$ cat src/rtl/xonxoff_pkg.sv
package xonxoff_pkg;
   typedef enum logic [1:0] {
      FC_OFF    = 2'b00,
      FC_SINGLE = 2'b01,
      FC_PAIR   = 2'b10,
      FC_RSVD   = 2'b11
   } fc_mode_e;

   typedef enum logic [2:0] {
      TS_RUN     = 3'd0,
      TS_OFF_1ST = 3'd1,
      TS_OFF_2ND = 3'd2,
      TS_PAUSED  = 3'd3,
      TS_ON_1ST  = 3'd4,
      TS_ON_2ND  = 3'd5
   } tx_state_e;
endpackage

$ cat src/rtl/xonxoff_rx_match.sv
module xonxoff_rx_match #(
   parameter int CHAR_W  = 8,
   parameter bit PAIR_EN = 1'b1
) (
   input  logic              clk,
   input  logic              rst_n,
   input  logic              rx_valid,
   input  logic [CHAR_W-1:0] rx_char,
   input  logic [CHAR_W-1:0] xon1_char,
   input  logic [CHAR_W-1:0] xon2_char,
   input  logic [CHAR_W-1:0] xoff1_char,
   input  logic [CHAR_W-1:0] xoff2_char,
   input  logic [1:0]        fc_mode,
   input  logic              xon_any,
   output logic              rx_wr_en,
   output logic              paused,
   output logic              xoff_irq
);
   import xonxoff_pkg::*;

   logic single_m, pair_m, active;
   logic pend_off, pend_on;
   logic hit_off, hit_on, any_resume, drop;

   assign single_m = (fc_mode == FC_SINGLE);
   assign pair_m   = PAIR_EN && (fc_mode == FC_PAIR);
   assign active   = single_m | pair_m;

   generate
      if (PAIR_EN) begin : g_pair
         logic pend_off_q, pend_on_q;
         always_ff @(posedge clk or negedge rst_n) begin
            if (!rst_n) begin
               pend_off_q <= 1'b0;
               pend_on_q  <= 1'b0;
            end else if (!pair_m) begin
               pend_off_q <= 1'b0;
               pend_on_q  <= 1'b0;
            end else if (rx_valid) begin
               pend_off_q <= (rx_char == xoff1_char) && !drop;
               pend_on_q  <= (rx_char == xon1_char) && !drop;
            end
         end
         assign pend_off = pend_off_q;
         assign pend_on  = pend_on_q;
      end else begin : g_nopair
         assign pend_off = 1'b0;
         assign pend_on  = 1'b0;
      end
   endgenerate

   always_comb begin
      hit_off = 1'b0;
      hit_on  = 1'b0;
      if (single_m) begin
         hit_off = (rx_char == xoff1_char);
         hit_on  = (rx_char == xon1_char);
      end else if (pair_m) begin
         hit_off = pend_off && (rx_char == xoff2_char);
         hit_on  = pend_on && (rx_char == xon2_char);
      end
      hit_on = hit_on && !hit_off;
   end

   assign any_resume = xon_any && paused && active && !hit_off;
   assign drop       = hit_off | hit_on;
   assign rx_wr_en   = rx_valid && !drop;

   always_ff @(posedge clk or negedge rst_n) begin
      if (!rst_n) begin
         paused   <= 1'b0;
         xoff_irq <= 1'b0;
      end else begin
         xoff_irq <= rx_valid && hit_off;
         if (!active)
            paused <= 1'b0;
         else if (rx_valid && hit_off)
            paused <= 1'b1;
         else if (rx_valid && (hit_on || any_resume))
            paused <= 1'b0;
      end
   end
endmodule

$ cat src/rtl/xonxoff_tx_insert.sv
module xonxoff_tx_insert #(
   parameter int CHAR_W  = 8,
   parameter int LVL_W   = 7,
   parameter bit PAIR_EN = 1'b1
) (
   input  logic              clk,
   input  logic              rst_n,
   input  logic              tx_auto_en,
   input  logic              pair_sel,
   input  logic [LVL_W-1:0]  rx_level,
   input  logic [LVL_W-1:0]  halt_level,
   input  logic [LVL_W-1:0]  resume_level,
   input  logic [CHAR_W-1:0] xon1_char,
   input  logic [CHAR_W-1:0] xon2_char,
   input  logic [CHAR_W-1:0] xoff1_char,
   input  logic [CHAR_W-1:0] xoff2_char,
   input  logic              ins_ack,
   output logic              ins_req,
   output logic [CHAR_W-1:0] ins_char
);
   import xonxoff_pkg::*;

   tx_state_e st_q, st_d;
   logic      two;

   assign two = PAIR_EN && pair_sel;

   always_comb begin
      st_d = st_q;
      case (st_q)
         TS_RUN:     if (tx_auto_en && rx_level >= halt_level) st_d = TS_OFF_1ST;
         TS_OFF_1ST: if (ins_ack) st_d = two ? TS_OFF_2ND : TS_PAUSED;
         TS_OFF_2ND: if (ins_ack) st_d = TS_PAUSED;
         TS_PAUSED: begin
            if (!tx_auto_en) st_d = TS_RUN;
            else if (rx_level <= resume_level) st_d = TS_ON_1ST;
         end
         TS_ON_1ST:  if (ins_ack) st_d = two ? TS_ON_2ND : TS_RUN;
         TS_ON_2ND:  if (ins_ack) st_d = TS_RUN;
         default:    st_d = TS_RUN;
      endcase
   end

   always_ff @(posedge clk or negedge rst_n) begin
      if (!rst_n) st_q <= TS_RUN;
      else        st_q <= st_d;
   end

   always_comb begin
      ins_req  = 1'b1;
      ins_char = '0;
      case (st_q)
         TS_OFF_1ST: ins_char = xoff1_char;
         TS_OFF_2ND: ins_char = xoff2_char;
         TS_ON_1ST:  ins_char = xon1_char;
         TS_ON_2ND:  ins_char = xon2_char;
         default:    ins_req  = 1'b0;
      endcase
   end
endmodule

$ cat src/rtl/xonxoff_flow_ctrl.sv
module xonxoff_flow_ctrl #(
   parameter int CHAR_W  = 8,
   parameter int LVL_W   = 7,
   parameter bit PAIR_EN = 1'b1
) (
   input  logic              clk,
   input  logic              rst_n,
   input  logic              rx_valid,
   input  logic [CHAR_W-1:0] rx_char,
   input  logic [CHAR_W-1:0] xon1_char,
   input  logic [CHAR_W-1:0] xon2_char,
   input  logic [CHAR_W-1:0] xoff1_char,
   input  logic [CHAR_W-1:0] xoff2_char,
   input  logic [1:0]        fc_mode,
   input  logic              xon_any,
   input  logic              tx_auto_en,
   input  logic [LVL_W-1:0]  rx_level,
   input  logic [LVL_W-1:0]  halt_level,
   input  logic [LVL_W-1:0]  resume_level,
   output logic              rx_wr_en,
   output logic              tx_gate,
   output logic              xoff_irq,
   output logic              ins_req,
   output logic [CHAR_W-1:0] ins_char,
   input  logic              ins_ack
);
   import xonxoff_pkg::*;

   generate
      if (CHAR_W < 5 || CHAR_W > 9) begin : g_bad_char_w
         $error("CHAR_W must lie between 5 and 9");
      end
      if (LVL_W < 1 || LVL_W > 16) begin : g_bad_lvl_w
         $error("LVL_W must lie between 1 and 16");
      end
   endgenerate

   logic paused;

   xonxoff_rx_match #(.CHAR_W(CHAR_W), .PAIR_EN(PAIR_EN)) u_rx (
      .clk(clk), .rst_n(rst_n), .rx_valid(rx_valid), .rx_char(rx_char),
      .xon1_char(xon1_char), .xon2_char(xon2_char),
      .xoff1_char(xoff1_char), .xoff2_char(xoff2_char),
      .fc_mode(fc_mode), .xon_any(xon_any),
      .rx_wr_en(rx_wr_en), .paused(paused), .xoff_irq(xoff_irq)
   );

   xonxoff_tx_insert #(.CHAR_W(CHAR_W), .LVL_W(LVL_W), .PAIR_EN(PAIR_EN)) u_tx (
      .clk(clk), .rst_n(rst_n), .tx_auto_en(tx_auto_en),
      .pair_sel(fc_mode == FC_PAIR),
      .rx_level(rx_level), .halt_level(halt_level), .resume_level(resume_level),
      .xon1_char(xon1_char), .xon2_char(xon2_char),
      .xoff1_char(xoff1_char), .xoff2_char(xoff2_char),
      .ins_ack(ins_ack), .ins_req(ins_req), .ins_char(ins_char)
   );

   assign tx_gate = !paused;
endmodule

$ cat config.mk
export PLATFORM = sky130hd
export DESIGN_NAME = xonxoff_flow_ctrl
export DESIGN_NICKNAME = d
export VERILOG_FILES = /design/src/rtl/xonxoff_pkg.sv /design/src/rtl/xonxoff_rx_match.sv /design/src/rtl/xonxoff_tx_insert.sv /design/src/rtl/xonxoff_flow_ctrl.sv
export SDC_FILE = /design/constraint.sdc
export NUM_CORES = 1
export LEC_CHECK = 0
export CAP_MARGIN = 20
export CORE_MARGIN = 4
export CORE_UTILIZATION = 37
export CTS_BUF_LIST = sky130_fd_sc_hd__clkbuf_4 sky130_fd_sc_hd__clkbuf_8
export CTS_CLUSTER_SIZE = 8
export DETAILED_ROUTE_END_ITERATION = 12
export PLACE_DENSITY = 0.8
export SLEW_MARGIN = 20
export SYNTH_ARGS = -nofsm -noshare
export SYNTH_HDL_FRONTEND = slang
export SYNTH_SLANG_ARGS = --single-unit
$ cat constraint.sdc
create_clock -name clk -period 1.55 [get_ports clk]
set_input_delay 0.155 -clock clk [delete_from_list [all_inputs] [get_ports clk]]
set_output_delay 0.155 -clock clk [all_outputs]
set_load 0.05 [all_outputs]
==> results of run 1 <==
-- sequential cells by signal, summed over array words and instances, names as in the netlist --
name	flops
u_tx.st_q	3
u_rx.g_pair.pend_off_q	1
u_rx.g_pair.pend_on_q	1
u_rx.paused	1
u_rx.xoff_irq	1
-- synth_stat cells, drive strengths merged (2+ instances only) --
cell type  instances  area (um^2)
buf                3        16.26
a21o               2        15.01
o211ai             3        22.52
o21ai             11        55.05
nor3               4        20.02
a21oi              9        45.04
ha                16        200.2
mux2i              5        50.05
nand3             10        50.05
or2                2        12.51
clkbuf            10        37.54
nand2b             3        26.27
xnor2             27        236.5
mux2               3        33.78
a22oi              3        22.52
xor2               6        52.55
o22ai              2        12.51
a31oi              2        12.51
nand4              9        56.30
dfrtp              7        175.2
nand2             13        48.80
nor2b              3        18.77
nor2              13        56.30
inv               19        73.82
a41oi              2        25.03
-- cell families (layout without fill, tap and decap cells) --
logic type,after synthesis,in the layout,synth area share
DFF,7,7,0.1182
and+or+nand+nor,62,62,0.2171
AOI/OAI and AO/OA,39,39,0.1917
buffers and inverters,32,157,0.08615
adders and majority gates,16,16,0.1351
muxes,8,8,0.05659
xor gates and xnor gates,33,33,0.1951
-- routing by layer --
metal	part of all wire	vias to the layer above	track usage
li1	-	939	-
met1	0.37	1015	0.2749
met2	0.52	128	0.4398
met3	0.061	42	0.05750
met4	0.054	0	0.1148
met5	0	-	0
-- power groups by stage --
stage	registers (W)	logic (W)	clock network [W]
CTS	0.000334	0.00319	0.000284
detailed placement	0.000318	0.00292	0
global placement	0.000317	0.00288	0
finish	0.000365	0.00357	0.000283
global route	0.000374	0.00372	0.000300
floorplan	0.000266	0.00156	0
-- through the flow --
stage / setup TNS (ns) / std cells / power [W]
2_1_floorplan: -0.9517 / 197 / 0.001831
3_3_place_gp: -3.772 / 348 / 0.003195
3_5_place_dp: -3.922 / 348 / 0.003239
4_1_cts: -1.149 / 364 / 0.003803
5_1_grt: -3.191 / 370 / 0.004394
6_report: -2.201 / 370 / 0.004215
-- layout make-up --
class / count / area share
Sequential cell: 7 / 0.05448
Clock buffer: 4 / 0.01486
Inverter: 19 / 0.02324
Multi-Input combinational cell: 158 / 0.5055
Timing Repair Buffer: 134 / 0.3836
Tap cell: 48 / 0.01829
-- how the worst max path moves through the flow --
stage,to,from
after CTS,ins_char[5],u_tx.st_q[0]
after global routing,ins_char[3],u_tx.st_q[0]
final,u_tx.st_q[0],u_tx.st_q[0]
after detailed placement,u_tx.st_q[0],rx_level[0]
after global placement,u_tx.st_q[0],rx_level[0]
after floorplan,u_tx.st_q[0],u_tx.st_q[0]
-- repair_timing --
item,in CTS,in global routing
resized for setup,138,70
buffers inserted,12,6
gates cloned,0,0
pin swaps,47,41
setup endpoints to repair,15,17
==> flow_summary.yaml, run 1 <==
sta:
  worstMarginPinSlew_ns: 0.3427
  setup_viol: 16
  finalHoldViolations: 0
  worst_hold_slack_ns: 0.1964
  slew-limit-headroom: 0.7708
  fin_ws_ns: -0.2235
  max_freq_ghz: 0.5638
  period_minus_slack_ns: 1.774
  slew_violations: 0
  min_period_over_period: 1.144
  rsz0062_at_grt: "true"
  clock_skew_ns: 0.0003270
worst_setup_path:
  crit_required_ns: 1.64
  crit_path_end_kind: "flop"
  cp.arrival_ns: 1.87
  rr_endpoint: "u_tx.st_q[0]"
  start_kind: "flop"
  rr_worst_depth: 4
  worst-path-max-fanout: 6
  regToRegStartpoint: "u_tx.st_q[0]"
  crit_chain: "or2_4 -> o41a_4 -> a41oi_2 -> o211ai_1"
  path_delay_family: "compound AO/OA/AOI/OAI gates"
  worst-path-buf-inv: 0
  crit_type: "flop to flop"
  cp.depth: 4
  slowest_delay_ns: 0.51
  rrSetupSlack_ns: -0.22
  slowest_stage: "o41a_4"
power:
  p_leak_nw: 1.465
  ir_drop_uv: 1285
  seqPwrFrac: 0.087
  internal-power_w: 0.002226
  comb_power_share: 0.846
  p_clk_frac: 0.067
  p_sw_w: 0.001988
  sw_frac_of_total: 0.4717
  pwr_density_cell_mw_per_mm2: 1283
die:
  die_y_um: 71.28
  ios: 81
  core_area_mm2: 0.003771
  die_w_um: 71.28
  start_util: 0.3928
  rows: 22
  die_area_mm2: 0.005080
synthesis:
  synth-edff-count: 0
  synth_cell_type_count: 43
  syn_area_per_cell_um2: 7.520
  syn_inst: 197
  yosysWarnings: 0
  syn_area_mm2: 0.001481
  synthFlopType: "dfrtp_1"
  async_reset_ff_frac: 1.000
  ys_ff_latch: 7
  syn-num-nets: 282
  ys_seq_area_frac: 0.1182
global_route:
  grt_pass1_wl_um: 10070
  globalRouteOverflowTotal: 0
  grtUsageTotal: 0.2467
  grt_max_degree: 11
  antenna_found_initial: 0
  grt_pass1_vias: 2150
clock_tree:
  cts_hold_buf: 0
  cts_buffers: 3
  cts_tree: "done"
  htreeDepth: 1
  clk_pin_slew_ns: 0.05
  cts_sinks: 7
  clock_latency_ns: 0.23
  cts_root_buf: "clkbuf_8"
  cts_buffer_depth: 2
routing:
  detail_route.wl_per_cell_um: 20.57
  routed_wl_um: 7611
  dr.pass1.iters: 5
  ant_nets: 0
  vias: 2124
  drc_errors: 0
  drt_iter0_drc: 134
  via_per_inst: 5.741
placement:
  portBuffers: 80
  place_area_mm2: 0.002740
  dp_slack_ns: -0.7645
  dp_hpwl_um: 4316
  routabilityCongestion: 0.8642
run_status:
  status: "complete, but fails checks"
  violations: "negative setup slack"
finish:
  final_cell_mix: "buf_4, dlygate4sd2_1, xnor2_1"
  multi_input_area_mm2: 0.001660
  nets: 408
  design_area_mm2: 0.003284
  final_common_cell: "buf_4"
  utilization: 0.8709
  synthToLayoutAreaGrowth_pct: 121.7
  fillers: 171
  drive_gt1_frac: 0.5528
  antenna_cells: 0
  seqCellArea_um2: 178.9
worst_hold_path:
  hold_class: "input port to async pin"
flow_run:
  cap_violations: 0
(Power assumes the default switching activity.)
==> run 2, diff against run 1 <==
CAP_MARGIN = 40   (was 20)
==> results of run 2 <==
Same layout as run 1: the final DEF is identical, and so are final timing and power.
==> run 3, diff against run 2 <==
REMOVE_ABC_BUFFERS = 1   (was default)
==> run 3 against run 2 <==
The flow still finishes with violations (negative setup slack). Register-to-register slack barely moved. Fmax is 0.93% lower. Critical path depth increased by 1. Critical endpoint is now ins_char[5].
==> flow_summary.yaml, run 3 (synthesis results as in run 1) <==
worst_setup_path:
  cp.arrival_ns: 1.64
  crit_required_ns: 1.39
  crit_type: "flop to output pin"
  slowest_stage: "dfrtp_2"
  crit_chain: "buf_6 -> mux2_4 -> a22oi_2 -> o21ai_2 -> buf_12"
  worst-path-max-fanout: 5
  start_kind: "flop"
  rr_worst_depth: 7
  slowest_delay_ns: 0.46
  crit_path_end_kind: "output pin"
placement:
  dp_hpwl_um: 4263
  place_area_mm2: 0.002729
  dp_cells: 358
  routabilityCongestion: 0.8651
  portBuffers: 80
die:
  rows: 22
  die_w_um: 71.28
  die_y_um: 71.28
  ios: 81
  die_area_mm2: 0.005080
  start_util: 0.3928
  core_area_mm2: 0.003771
clock_tree:
  cts_buffer_depth: 2
  cts_hold_buf: 0
  clock_latency_ns: 0.23
  cts_root_buf: "clkbuf_8"
  cts_sinks: 7
  htreeDepth: 1
  clk_pin_slew_ns: 0.04
  cts_tree: "done"
  cts_buffers: 3
routing:
  vias: 2183
  detail_route.wl_per_cell_um: 22.51
  routed_wl_um: 8440
  wl_met1_um: 2726
  drt_iter0_drc: 135
  drc_errors: 0
  dr.pass1.iters: 4
  dr_wl_met3_um: 689
  highest_layer: "met4"
  via_per_inst: 5.821
  wl_met2_um: 4416
  ant_nets: 0
finish:
  synthToLayoutAreaGrowth_pct: 123.1
  nets: 413
  utilization: 0.8766
  drive_gt1_frac: 0.5657
  largest-register: "u_tx.st_q"
  largest_reg_flops: 3
  layout.cells.non_filler: 375
  final_common_cell: "buf_4"
  design_area_mm2: 0.003306
  antenna_cells: 0
  final_cell_mix: "buf_4, dlygate4sd2_1, xnor2_1"
sta:
  worstMarginPinSlew_ns: 0.3286
  slew-limit-headroom: 0.7809
  rsz0062_at_grt: "true"
  fin_ws_ns: -0.2403
  setup_viol: 14
  slew_violations: 0
  clock_skew_ns: 0.007428
  min_period_over_period: 1.155
  finalHoldViolations: 0
  max_freq_ghz: 0.5586
  fin_setup_tns_ns: -2.150
  period_minus_slack_ns: 1.790
power:
  comb_power_share: 0.864
  seqPwrFrac: 0.073
  p_sw_w: 0.002098
  internal-power_w: 0.002246
  sw_frac_of_total: 0.4830
  pwr_density_cell_mw_per_mm2: 1314
  ir_drop_uv: 2036
  p_clk_frac: 0.063
  p_leak_nw: 1.477
global_route:
  grt_max_degree: 12
  grt_pass1_wl_um: 10310
  grt_pass1_vias: 2255
  antenna_found_initial: 0
  globalRouteOverflowTotal: 0
  grtUsageTotal: 0.2541
run_status:
  violations: "negative setup slack"
  status: "complete, but fails checks"
worst_hold_path:
  hold_class: "input port to async pin"
flow_run:
  cap_violations: 0
run 3: changes by cell type in the layout (fill, tap and decap cells not counted), moves of 3 or more:
cell and change:
xor2_1 +3, nand2_2 +7, a21oi_2 +3, a21oi_1 -3
xnor2_1 +3, xor2_2 -3, nand2_1 -7, buf_4 +9
clkdlybuf4s15_1 -5
run 3: timing repair:
action                     in CTS  in global routing
setup endpoints to repair      16                 15
buffers inserted                8                  5
resized for setup             152                 75
hold endpoints to repair        0                  0
pin swaps                      42                 33
run 3: critical path: cells and delay by family, from the launching register on:
kind	cells	cell delay, ns
flops	1	0.46
mux	1	0.32
buf+inv	2	0.32
compound gates	2	0.32
run 3: power by group through the flow:
stage	sequential, W	combinational (W)	clock [W]
2_1_floorplan	0.000343	0.00133	0
3_3_place_gp	0.000292	0.00284	0
3_5_place_dp	0.000294	0.00287	0
4_1_cts	0.000313	0.00328	0.000271
5_1_grt	0.000325	0.00389	0.000289
6_report	0.000319	0.00375	0.000274
run 3: stage by stage:
step / power (W) / setup slack, ns / hold WS (ns)
floorplan: 0.001676 / -0.7635 / -0.1406
detailed placement: 0.003166 / -0.8363 / 0.4226
global route: 0.004508 / -0.3255 / 0.2129
CTS: 0.003865 / -0.1416 / 0.1874
global placement: 0.003130 / -0.7642 / 0.4208
finish: 0.004344 / -0.2403 / 0.1827
run 3: cell type report:
class	count	area, um^2
Multi-Input combinational cell	158	1649
Timing Repair Buffer	139	1294
Fill cell	176	465.4
Sequential cell	7	177.7
Inverter	19	76.32
Tap cell	48	60.06
Clock buffer	4	48.80
run 3: path summary, 6_finish.rpt:
kind | startpoint | end | slack, ns
setup / recovery | u_tx.st_q[0] | ins_char[5] | -0.24
hold / removal | rst_n | u_rx.g_pair.pend_off_q | 0.18
setup reg to reg | u_tx.st_q[2] | u_tx.st_q[2] | -0.22
hold reg to reg | u_rx.paused | u_rx.paused | 0.64
max in group asynchronous | rst_n | u_tx.st_q[0] | 1.11
min in group clk | rx_valid | u_rx.xoff_irq | 0.61
run 3: routing by layer:
metal | GRT usage | vias up
li1 | - | 951
met1 | 0.2498 | 1029
met2 | 0.4633 | 149
met3 | 0.05049 | 54
met4 | 0.1921 | 0
met5 | 0 | -
